File: src/rtl/pwx_pkg.sv
package pwx_pkg;
  localparam int CPU_W  = 16;
  localparam int PIX_W  = 6;
  localparam int OFF_W  = 14;
  localparam int REG_W  = 8;
  localparam int PHYS_W = PIX_W + OFF_W;
  localparam int SEL_W  = CPU_W - OFF_W;

  typedef struct packed {
    logic             load;
    logic [PIX_W-1:0] loadVal;
    logic             rdHit;
  } pwxStrobe_t;
endpackage

File: src/rtl/pwx_ctrl.sv
module pwx_ctrl
  import pwx_pkg::*;
#(
  parameter logic [CPU_W-1:0] REG_ADDR = 16'h0030
) (
  input  logic             clk,
  input  logic             rstN,
  input  logic [CPU_W-1:0] cpuAddr,
  input  logic             busWrEn,
  input  logic             busRdEn,
  input  logic [REG_W-1:0] busWrData,
  input  logic             sideWrEn,
  input  logic [PIX_W-1:0] sideWrData,
  output pwxStrobe_t       strobes
);
  logic             regSel;
  logic             busHit;
  logic             pendValid;
  logic [PIX_W-1:0] pendData;
  logic             unusedHiBits;

  assign regSel       = (cpuAddr == REG_ADDR);
  assign busHit       = busWrEn & regSel;
  assign unusedHiBits = ^busWrData[REG_W-1:PIX_W];

  // A bus write waits one stage. A side-band write at the same edge cancels it.
  always_ff @(posedge clk or negedge rstN) begin
    if (!rstN) begin
      pendValid <= 1'b0;
      pendData  <= '0;
    end else begin
      pendValid <= busHit & ~sideWrEn;
      if (busHit) pendData <= busWrData[PIX_W-1:0];
    end
  end

  // The side-band port has priority over a pending bus value.
  always_comb begin
    strobes.rdHit = busRdEn & regSel;
    if (sideWrEn) begin
      strobes.load    = 1'b1;
      strobes.loadVal = sideWrData;
    end else begin
      strobes.load    = pendValid;
      strobes.loadVal = pendData;
    end
  end
endmodule

File: src/rtl/pwx_datapath.sv
module pwx_datapath
  import pwx_pkg::*;
#(
  parameter logic [SEL_W-1:0] WIN_SEL = 2'b10
) (
  input  logic              clk,
  input  logic              rstN,
  input  pwxStrobe_t        strobes,
  input  logic [CPU_W-1:0]  cpuAddr,
  output logic [PHYS_W-1:0] physAddr,
  output logic              inWindow,
  output logic [REG_W-1:0]  busRdData,
  output logic [PIX_W-1:0]  pageNow
);
  logic [PIX_W-1:0] pageReg;

  always_ff @(posedge clk or negedge rstN) begin
    if (!rstN)             pageReg <= '0;
    else if (strobes.load) pageReg <= strobes.loadVal;
  end

  assign pageNow  = pageReg;
  assign inWindow = (cpuAddr[CPU_W-1:OFF_W] == WIN_SEL);

  generate
    if (PHYS_W > CPU_W) begin : g_wide
      always_comb begin
        if (inWindow) physAddr = {pageReg, cpuAddr[OFF_W-1:0]};
        else          physAddr = {{(PHYS_W-CPU_W){1'b0}}, cpuAddr};
      end
    end else begin : g_narrow
      always_comb begin
        if (inWindow) physAddr = {pageReg, cpuAddr[OFF_W-1:0]};
        else          physAddr = cpuAddr[PHYS_W-1:0];
      end
    end
  endgenerate

  assign busRdData = strobes.rdHit ? {{(REG_W-PIX_W){1'b0}}, pageReg} : '0;
endmodule

File: src/rtl/page_window_xlate.sv
module page_window_xlate
  import pwx_pkg::*;
#(
  parameter logic [CPU_W-1:0] REG_ADDR = 16'h0030,
  parameter logic [SEL_W-1:0] WIN_SEL  = 2'b10
) (
  input  logic              clk,
  input  logic              rstN,
  input  logic [CPU_W-1:0]  cpuAddr,
  input  logic              busWrEn,
  input  logic              busRdEn,
  input  logic [REG_W-1:0]  busWrData,
  output logic [REG_W-1:0]  busRdData,
  output logic              busRdHit,
  input  logic              sideWrEn,
  input  logic [PIX_W-1:0]  sideWrData,
  output logic [PIX_W-1:0]  sideRdData,
  output logic [PHYS_W-1:0] physAddr,
  output logic              inWindow
);
  pwxStrobe_t strobes;

  pwx_ctrl #(.REG_ADDR(REG_ADDR)) ctrl_i (
    .clk(clk), .rstN(rstN), .cpuAddr(cpuAddr), .busWrEn(busWrEn),
    .busRdEn(busRdEn), .busWrData(busWrData), .sideWrEn(sideWrEn),
    .sideWrData(sideWrData), .strobes(strobes)
  );

  pwx_datapath #(.WIN_SEL(WIN_SEL)) dp_i (
    .clk(clk), .rstN(rstN), .strobes(strobes), .cpuAddr(cpuAddr),
    .physAddr(physAddr), .inWindow(inWindow), .busRdData(busRdData),
    .pageNow(sideRdData)
  );

  assign busRdHit = strobes.rdHit;
endmodule

File: config.mk
export PLATFORM = sky130hd
export DESIGN_NAME = page_window_xlate
export DESIGN_NICKNAME = d
export VERILOG_FILES = /design/src/rtl/pwx_pkg.sv /design/src/rtl/pwx_ctrl.sv /design/src/rtl/pwx_datapath.sv /design/src/rtl/page_window_xlate.sv
export SDC_FILE = /design/constraint.sdc
export NUM_CORES = 1
export LEC_CHECK = 0
export ABC_AREA = 1
export BUFFER_PORTS_ARGS = -buffer_cell sky130_fd_sc_hd__buf_4
export CELL_PAD_IN_SITES_DETAIL_PLACEMENT = 0
export CELL_PAD_IN_SITES_GLOBAL_PLACEMENT = 1
export CORE_AREA = 2 2 68 70
export CTS_CLUSTER_SIZE = 16
export DETAILED_ROUTE_END_ITERATION = 6
export DIE_AREA = 0 0 70 72
export PLACE_DENSITY = 0.84
export SYNTH_ARGS = -nofsm -noshare
export SYNTH_HDL_FRONTEND = slang
export SYNTH_SLANG_ARGS = --single-unit
export TNS_END_PERCENT = 30
File: constraint.sdc
create_clock -name clk -period 0.8 [get_ports clk]
set_input_delay 0.04 -clock clk [delete_from_list [all_inputs] [get_ports clk]]
set_output_delay 0.04 -clock clk [all_outputs]
set_load 0.05 [all_outputs]
==> flow_summary.ini <==
[synthesis]
synth-seq-area-share_pct = 33.81
syn_inst = 133
synth_cell_types = 17
synth_area_um2 = 962.2
yosys-top-cells-area = dfrtp_1 (34%), nand2_1 (14%), buf_4 (12%), nor2_1 (7.8%), nor2_2 (5.9%)
yosys_warnings = 0
ys_ff_latch = 13
yosysTopAreaCellShare_pct = 33.81
yosysTopAreaCell = dfrtp_1
syn_area_per_cell_um2 = 7.234

[job]
max-cap-violations = 0

[sta]
period_share_pct = 130.6
fin_skew_ns = 0.001951
finalSetupViolCount = 26
slew_viol_final = 0
rsz0062_at_grt = yes
finalHoldViolCount = 0
fin_ws_ns = -0.2447
fin_crit_ns = 1.045
fmax_mhz = 957.2

[cts]
cts.htree.levels = 1
clk_path_buf_depth = 2
root_buffer = clkbuf_8
cts_buffers = 3
clock-sinks = 13
cts_tree = yes
clk_latency_ns = 0.24
cts.clk_slew.worst_paths_ns = 0.05

[floorplan]
die_y_um = 72
dieArea_um2 = 5040
die_w_um = 70
ioPinCount = 71
fp.coreArea_um2 = 4264
rows = 24
initial_core_util_pct = 22.56

[route]
drc = 0
drt-total-wl_um = 2710
ant_nets = 0
vias = 1066
wl_per_cell_um = 10.11
dr.first_iter.drc_count = 27
drt_pass1_iterations = 4
via_per_inst = 3.978

[power_and_ir_drop]
ir_worst_vdd_mv = 0.4407
p_per_area_nw_per_um2 = 1175
p_leak_nw = 1.000

[placement]
gp_congestion = 0.8046
dp_hpwl_um = 2254
post-place-cells = 259
port_buffers = 66
placed_cell_area_um2 = 1682

[setup_path]
crit_type = input pin to output port
arrival_ns = 1.00
crit_required_ns = 0.76
cp_max_fo = 7
endpoint_kind = output port
startpoint_type = input pin

[global_routing]
grt_max_degree = 14
use_met1_pct = 12.11
grt_pass1_wl_um = 4609
grt_pass1_vias = 1114
grt_use_met3_pct = 1.667
grt_use_total_pct = 11.13
grt_antenna_before_repair = 0
grt-busiest-layer = met2
overflow = 0
use_met2_pct = 22.01

[cells_and_area]
drive_gt1_share_pct = 68.52
fill_cells = 442
syn_to_final_growth_pct = 103.5
fin_nets = 252
layout.cells.non_filler = 268
stdcell_area_um2 = 1958
antenna_cells = 0

[run_status]
status = complete, but fails checks
violations = setup timing

[min_path]
hold_path_class = input pin to flop
[where the power goes]
part           internal, mW  switching (mW)
Sequential            0.691          0.0284
Combinational         0.427           0.589
Clock                 0.351           0.216
Total                  1.47           0.833
[state kept, by name, indices dropped and copies added, names as in the netlist]
signal	cells
ctrl_i.pendValid	1
ctrl_i.pendData	6
dp_i.pageNow	6
[repair_timing]
| item | 4_1_cts | 5_1_grt |
|---|---|---|
| pin swaps | 11 | 15 |
| hold buffers | 1 | 0 |
| gates resized for setup | 38 | 22 |
| endpoints found under the hold margin | 13 | 0 |
| setup buffers | 2 | 2 |
| endpoints found under the setup margin | 31 | 32 |
[per-stage QoR]
stage / util [%] / setup WS, ns / hold WS (ns) / setup TNS, ns / power (mW)
floorplan: - / -0.2319 / -0.2556 / -2.482 / 1.271
global placement: 39.44 / -0.3180 / -0.1100 / -4.677 / 1.607
detailed placement: 39.44 / -0.3352 / -0.1064 / -5.051 / 1.615
CTS: 43.78 / -0.2773 / 0.01881 / -4.079 / 2.266
global route: 45.92 / -0.3113 / 0.03659 / -5.196 / 2.412
finish: 45.92 / -0.2447 / 0.02284 / -3.636 / 2.302
[per-layer routing]
metal  up-vias  wire length, um
met4         0                0
met2        39             1539
met5         -                0
met3         0              162
li1        563                -
met1       464             1008
[cells in the final DEF (no fill, tap or decap), drive strengths merged]
master	instances
nand3	9
conb	2
nor2	31
a21oi	1
dlygate4sd3	1
dfrtp	13
o21ai	1
buf	95
clkinvlp	1
inv	13
nand2	38
clkbuf	4
nand4	7
[synth_stat cells]
| cell | count |
|---|---|
| o21ai_0 | 1 |
| conb_1 | 1 |
| buf_2 | 2 |
| dfrtp_1 | 13 |
| nor2_2 | 9 |
| inv_1 | 13 |
| nor2_8 | 2 |
| inv_2 | 1 |
| a21oi_1 | 1 |
| nor2_1 | 20 |
| nand2_4 | 1 |
| buf_4 | 16 |
| nand3_4 | 2 |
| nand3_1 | 7 |
| nand2_2 | 2 |
| nand4_1 | 7 |
| nand2_1 | 35 |
[final timing paths]
kind	from	end	depth (start not counted)	slack (ns)
max in group asynchronous	rstN	dp_i.pageNow[3]$_DFFE_PN0P_	2	0.44
min in group asynchronous	rstN	dp_i.pageNow[4]$_DFFE_PN0P_	2	0.18
max	cpuAddr[8]	busRdData[5]	7	-0.24
min reg2reg	ctrl_i.pendData[3]$_DFFE_PN0P_	ctrl_i.pendData[3]$_DFFE_PN0P_	2	0.48
max reg2reg	dp_i.pageNow[1]$_DFFE_PN0P_	dp_i.pageNow[1]$_DFFE_PN0P_	3	-0.01
min	sideWrData[4]	dp_i.pageNow[4]$_DFFE_PN0P_	3	0.02
[logic make-up (layout without fill, tap and decap cells)]
kind of cell	after synthesis	after routing	share of synthesized area (%)
simple gates	85	85	45.77
buf+inv	32	114	18.99
flops	13	13	33.81
compound gates	2	2	1.039
other cells	1	2	0.3897
[critical path, stage by stage]
cell and delay (ns):
buf_4 0.12, nor2_2 0.11, nand2_2 0.07, nor2_4 0.14, nand3_4 0.20, nor2_4 0.16, buf_8 0.16
[cell type report]
type                       count  area (um^2)  share of cell area, %
clock buffer                   4        45.04                  2.300
timing repair buffer          96        843.3                  43.07
sequential                    13        332.8                  17.00
inverter                      14        63.81                  3.259
tap                           52        65.06                  3.323
multi-input combinational     89        608.1                  31.05
Note: power is estimated with default switching activity, not from simulation.
